**src/rtl/unpk_pkg.sv**
```systemverilog
package unpk_pkg;

    localparam int FLAG_W = 4;

    typedef enum logic [1:0] {
        UNPK_IDLE   = 2'd0,
        UNPK_FIRST  = 2'd1,
        UNPK_MIDDLE = 2'd2,
        UNPK_LAST   = 2'd3
    } unpk_state_e;

endpackage

```
**src/rtl/unpk_sync_edge.sv**
```systemverilog
module unpk_sync_edge (
    input  logic clk,
    input  logic rst,
    input  logic sync_in,
    output logic sync_rise
);
    logic stage_a;
    logic stage_b;

    always_ff @(posedge clk) begin
        if (rst) begin
            stage_a <= 1'b0;
            stage_b <= 1'b0;
        end else begin
            stage_a <= sync_in;
            stage_b <= stage_a;
        end
    end

    assign sync_rise = stage_a & ~stage_b;
endmodule

```
**src/rtl/unpk_ctrl.sv**
```systemverilog
module unpk_ctrl
    import unpk_pkg::*;
#(
    parameter int NUM_SLICES = 7,
    localparam int IDX_W = (NUM_SLICES > 1) ? $clog2(NUM_SLICES) : 1
) (
    input  logic             clk,
    input  logic             rst,
    input  logic             sync_rise,
    output logic             accept,
    output logic             active,
    output logic [IDX_W-1:0] slice_idx
);
    unpk_state_e state_q, state_d;
    logic [IDX_W-1:0] idx_d;

    assign accept = sync_rise && ((state_q == UNPK_IDLE) || (state_q == UNPK_LAST));
    assign active = (state_q != UNPK_IDLE);

    always_comb begin
        state_d = state_q;
        idx_d   = slice_idx;
        unique case (state_q)
            UNPK_IDLE: begin
                idx_d = '0;
                if (accept) state_d = UNPK_FIRST;
            end
            UNPK_FIRST: begin
                idx_d   = IDX_W'(1);
                state_d = (NUM_SLICES == 2) ? UNPK_LAST : UNPK_MIDDLE;
            end
            UNPK_MIDDLE: begin
                idx_d = slice_idx + IDX_W'(1);
                if (slice_idx == IDX_W'(NUM_SLICES - 2)) state_d = UNPK_LAST;
            end
            UNPK_LAST: begin
                idx_d   = '0;
                state_d = accept ? UNPK_FIRST : UNPK_IDLE;
            end
            default: begin
                idx_d   = '0;
                state_d = UNPK_IDLE;
            end
        endcase
    end

    always_ff @(posedge clk) begin
        if (rst) begin
            state_q   <= UNPK_IDLE;
            slice_idx <= '0;
        end else begin
            state_q   <= state_d;
            slice_idx <= idx_d;
        end
    end
endmodule

```
**src/rtl/unpk_out_stage.sv**
```systemverilog
module unpk_out_stage
    import unpk_pkg::*;
#(
    parameter int SLICE_W    = 32,
    parameter int NUM_SLICES = 7,
    localparam int IN_W  = SLICE_W * NUM_SLICES,
    localparam int OUT_W = SLICE_W + FLAG_W,
    localparam int IDX_W = (NUM_SLICES > 1) ? $clog2(NUM_SLICES) : 1
) (
    input  logic                  clk,
    input  logic                  rst,
    input  logic                  accept,
    input  logic                  active,
    input  logic [IDX_W-1:0]      slice_idx,
    input  logic [IN_W-1:0]       raw_in,
    input  logic [FLAG_W-2:0]     err_bits,
    output logic                  sync_out,
    output logic [NUM_SLICES-1:0] word_valid,
    output logic [OUT_W-1:0]      word_out
);
    logic [IN_W-1:0]   word_buf;
    logic [FLAG_W-2:0] flag_buf;
    logic [SLICE_W-1:0] slice_sel;

    always_ff @(posedge clk) begin
        if (rst) begin
            word_buf <= '0;
            flag_buf <= '0;
        end else if (accept) begin
            word_buf <= raw_in;
            flag_buf <= err_bits;
        end
    end

    assign slice_sel = word_buf[int'(slice_idx) * SLICE_W +: SLICE_W];

    always_ff @(posedge clk) begin
        if (rst || !active) begin
            sync_out   <= 1'b0;
            word_valid <= '0;
            word_out   <= '0;
        end else begin
            sync_out   <= (slice_idx == '0);
            word_valid <= NUM_SLICES'(1) << slice_idx;
            word_out   <= {1'b0, flag_buf, slice_sel};
        end
    end
endmodule

```
**src/rtl/word_unpacker.sv**
```systemverilog
module word_unpacker
    import unpk_pkg::*;
#(
    parameter int SLICE_W    = 32,
    parameter int NUM_SLICES = 7,
    localparam int IN_W  = SLICE_W * NUM_SLICES,
    localparam int OUT_W = SLICE_W + FLAG_W,
    localparam int IDX_W = (NUM_SLICES > 1) ? $clog2(NUM_SLICES) : 1
) (
    input  logic                  clk,
    input  logic                  rst,
    input  logic                  sync_in,
    input  logic [IN_W-1:0]       raw_in,
    input  logic                  err_crc,
    input  logic                  err_disp,
    input  logic                  err_lut,
    output logic                  sync_out,
    output logic [NUM_SLICES-1:0] word_valid,
    output logic [OUT_W-1:0]      word_out
);
    logic             sync_rise;
    logic             accept;
    logic             active;
    logic [IDX_W-1:0] slice_idx;

    unpk_sync_edge i_edge (
        .clk       (clk),
        .rst       (rst),
        .sync_in   (sync_in),
        .sync_rise (sync_rise)
    );

    unpk_ctrl #(.NUM_SLICES(NUM_SLICES)) i_ctrl (
        .clk       (clk),
        .rst       (rst),
        .sync_rise (sync_rise),
        .accept    (accept),
        .active    (active),
        .slice_idx (slice_idx)
    );

    unpk_out_stage #(.SLICE_W(SLICE_W), .NUM_SLICES(NUM_SLICES)) i_out (
        .clk        (clk),
        .rst        (rst),
        .accept     (accept),
        .active     (active),
        .slice_idx  (slice_idx),
        .raw_in     (raw_in),
        .err_bits   ({err_crc, err_disp, err_lut}),
        .sync_out   (sync_out),
        .word_valid (word_valid),
        .word_out   (word_out)
    );
endmodule

```
**config.mk**
```make
export PLATFORM = sky130hd
export DESIGN_NAME = word_unpacker
export DESIGN_NICKNAME = d
export VERILOG_FILES = /design/src/rtl/unpk_pkg.sv /design/src/rtl/unpk_sync_edge.sv /design/src/rtl/unpk_ctrl.sv /design/src/rtl/unpk_out_stage.sv /design/src/rtl/word_unpacker.sv
export SDC_FILE = /design/constraint.sdc
export NUM_CORES = 1
export LEC_CHECK = 0
export BUFFER_PORTS_ARGS = -buffer_cell sky130_fd_sc_hd__buf_2
export CAP_MARGIN = 20
export CELL_PAD_IN_SITES_DETAIL_PLACEMENT = 0
export CELL_PAD_IN_SITES_GLOBAL_PLACEMENT = 1
export CORE_UTILIZATION = 41
export DETAILED_ROUTE_END_ITERATION = 16
export GPL_TIMING_DRIVEN = 0
export MAX_ROUTING_LAYER = met4
export PLACE_DENSITY = 0.91
export SYNTH_ARGS = -nofsm -noshare
export SYNTH_HDL_FRONTEND = slang
export SYNTH_HIERARCHICAL = 1
export SYNTH_SLANG_ARGS = --single-unit
export TNS_END_PERCENT = 100
```
**constraint.sdc**
```tcl
create_clock -name clk -period 2.5 [get_ports clk]
set_input_delay 0 -clock clk [delete_from_list [all_inputs] [get_ports clk]]
set_output_delay 0 -clock clk [all_outputs]
set_load 0.02 [all_outputs]
```
==> results.md <==
- Initial drt markers: 550
- Clk sink count: 277
- Post-Synth Simple-Gate Area: 10.19%
- Core Region: 26350 sq um
- CTS Buffer Depth: 3
- Type of origin of the critical path: flop
- DRC viols: 0
- Die W: 166.9 microns
- CTS tree: yes
- Most used DFF post-synth: dfxtp_1
- Total GRT Usage: 26.54%
- Hold WS: 230.3 ps
- Synth cell types: 31
- First-pass detailed-route iteration total: 5
- Die ar.: 27850 sq um
- Final setup fails: 0
- Fin util: 61.82%
- Met2 Use GR: 46.03%
- Fmax: 0.4252 GHz
- Syn Area/Cell: 10.58 sq um
- Area of the multi-input gates: 5179 sq um
- Root Driver: clkbuf_16
- Synth Cell Area: 11150 sq um
- Drt via density: 5.054
- Crit end category: flop
- DRT antenna net count: 0
- Synth top area share: 49.75%
- PortBufs: 272
- GR peak layer: met2
- Adder-cell area share of the yosys netlist: 0.7858%
- Worst Hold Class: primary input to flop
- Final net count: 1823
- Synth Area in Compound Gates: 6.365%
- Row cnt: 59
- Status: finished clean
- Critical path type: flop to flop
- Logic pwr share: 25.7%
- Pre-CTS WS: -163.7 ps
- Met3 Track Usage GR: 4.040%
- Slew margin rel.: 43.33%
- Ports: 274
- #FFs+latches synth: 277
- Worst Hold Depth: 4
- Met1 Use GR: 30.47%
- Clk_lat worst skew: 540 ps
- CP Max Fanout: 11
- First-pass GRT wire length: 56.02 mm
- FF-to-FF setup slack: 150 ps
- Post-DP HPWL: 22.89 mm
- Post-synth ARST share: 0%
- Most frequent cells after synthesis: mux2i_1 (323), dfxtp_1 (277), nor2_1 (271)
- Top cell type by total area after synthesis: dfxtp_1
- Clock skew: 11.71 ps
- Vias in the first global route: 10390
- Placer Congestion: 0.8263
- Syn nets: 1290
- RSZ-0062 raised after global routing: no
- Post-Synth XOR/XNOR Area: 0.07858%
- Drt wl/cell: 18.89 microns
- Max cap viols: 0
- Worst Setup Slack, final: 148.3 ps
- Cell Int Power: 9305 uW
- TritonCTS buffer count: 30
- Sw Ratio: 29.28%
- Final min period: 2352 ps
- Reg power frac: 39.3%
- Initial antenna violation count: 6
- Sequential Area: 5545 sq um
- Largest net degree at the start of global routing: 15
- Die height: 166.9 microns
- Top cells by area, synth: dfxtp_1 (50%), mux2i_1 (29%), nor2_1 (9.1%), o22ai_2 (3.0%), a211o_1 (2.5%)
- Overflow after GRT: 0
- CP required: 2910 ps
- P_sw: 3853 uW
- Area Growth Syn to Fin: 46.18%
- Final period util: 94.07%
- Vias: 9850
- Clock Power Share: 35.0%
- PwrDens: 807.5 nW/um^2
- WP data arrival: 2770 ps
- Power consumption: 13160 uW
- Starting Density: 42.29%
- Leakage: 0.006877 uW
- Register area share after synthesis: 49.75%
- Post-CTS Setup Bufs: 0
- Post-synth EDFFs: 0
- Syn. warnings: 6
- Clk slew on worst S/H paths: 60 ps
- Cell depth of the worst flop-to-flop path: 8
- Maximum VDD drop: 0.0005955 V
- Share of layout cells above drive strength 1: 25.31%
- Mux contribution to synthesized area: 29.01%
- Slew Limit Fails: 0
- Final Hold Viols: 0
- Fill cells: 2016
- Top-count cell post-synth: mux2i_1
- Final WL: 36.81 mm
- Syn Inst Count: 1053
- Main combinational cell family by area after synthesis: multiplexers
- Slew @ Worst Pin: 850.0 ps
- H-tree levels: 1
-- registers in the layout, indices dropped and copies added (netlist names) --
signal and cells:
i_out/word_out 35, i_ctrl/slice_idx 3, i_out/word_valid 7, i_out/flag_buf 3
i_ctrl/state_q 2, i_out/word_buf 224, i_out/sync_out 1, i_edge/stage_b 1
i_edge/stage_a 1
-- kinds of logic after synthesis --
group,count (synthesis)
AOI/OAI and AO/OA,72
and+or+nand+nor,287
xor gates and xnor gates,1
buffers and inverters,85
DFF,277
muxes,323
adders and majority gates,7
other,1
-- power groups by stage --
stage               clock network, uW  logic [uW]  registers (uW)
finish                           4610        3380            5170
global placement                    0        2970            5230
CTS                              4660        3320            5150
detailed placement                  0        3010            5240
floorplan                           0        2180            5220
global route                     4840        3610            5210
-- worst max-delay path, cell delays in order (launching register included) --
cell,delay (ps)
dfxtp_1,400
inv_1,110
ha_1,320
nor2b_1,200
buf_4,270
buf_4,260
clkbuf_4,320
mux2i_1,260
nor2_1,60
-- layout make-up --
cell class	instances	area share, %
inverters	6	0.1382
clock inverters	9	0.7833
diodes	6	0.09215
repair buffers	502	22.49
well taps	335	2.573
multi-input cells	691	31.78
clock buffers	45	5.575
plain buffers	78	2.534
flip-flops and latches	277	34.03
-- stage by stage --
step | TNS, ps | cells | instance area, sq um
after global routing | 0 | 1949 | 16290
after CTS | 0 | 1944 | 16270
after global placement | -3189 | 1660 | 12930
final | 0 | 1949 | 16290
after floorplan | 0 | 1053 | 11150
after detailed placement | -3259 | 1660 | 12930
-- timing repair --
item / CTS / global route
hold buffers: 230 / 0
gates resized for setup: 4 / 6
endpoints found under the hold margin: 236 / 0
endpoints found under the setup margin: 53 / 52
-- cell usage in the layout (no fill, tap or decap), types with 2 or more instances in the layout --
cell           synthesis  layout
a211o_1               32      32
clkbuf_1              19      22
bufinv_16              0       3
o22ai_2               27      27
mux2i_1              323     323
dlygate4sd3_1          0     230
nand4bb_1              2       2
buf_1                  5       5
buf_2                 49     316
and2_1                 3       3
a211oi_1               2       2
inv_6                  0       2
buf_4                  1       4
o22ai_1                5       5
nor2b_1                5       5
clkbuf_4               0       3
buf_6                  5       5
clkbuf_8               0       8
diode_2                0       6
clkinv_2               0       4
inv_1                  6       6
nor2_1               271     271
dfxtp_1              277     277
clkbuf_16              0      31
ha_1                   7       7
-- path summary, 6_finish.rpt --
kind / start / end
setup / recovery: i_ctrl/state_q[1] / i_out/word_buf[188]
hold / removal: raw_in[83] / i_out/word_buf[83]
setup reg to reg: i_ctrl/state_q[1] / i_out/word_buf[188]
hold reg to reg: i_edge/stage_a / i_edge/stage_b
-- per-layer routing --
layer  vias up  share of wire [%]
li1       4695                  -
met5         -                  0
met4         0                3.8
met2       346                 49
met1      4705                 42
met3       104                4.8
No activity file was read; power rests on OpenSTA's default activity.
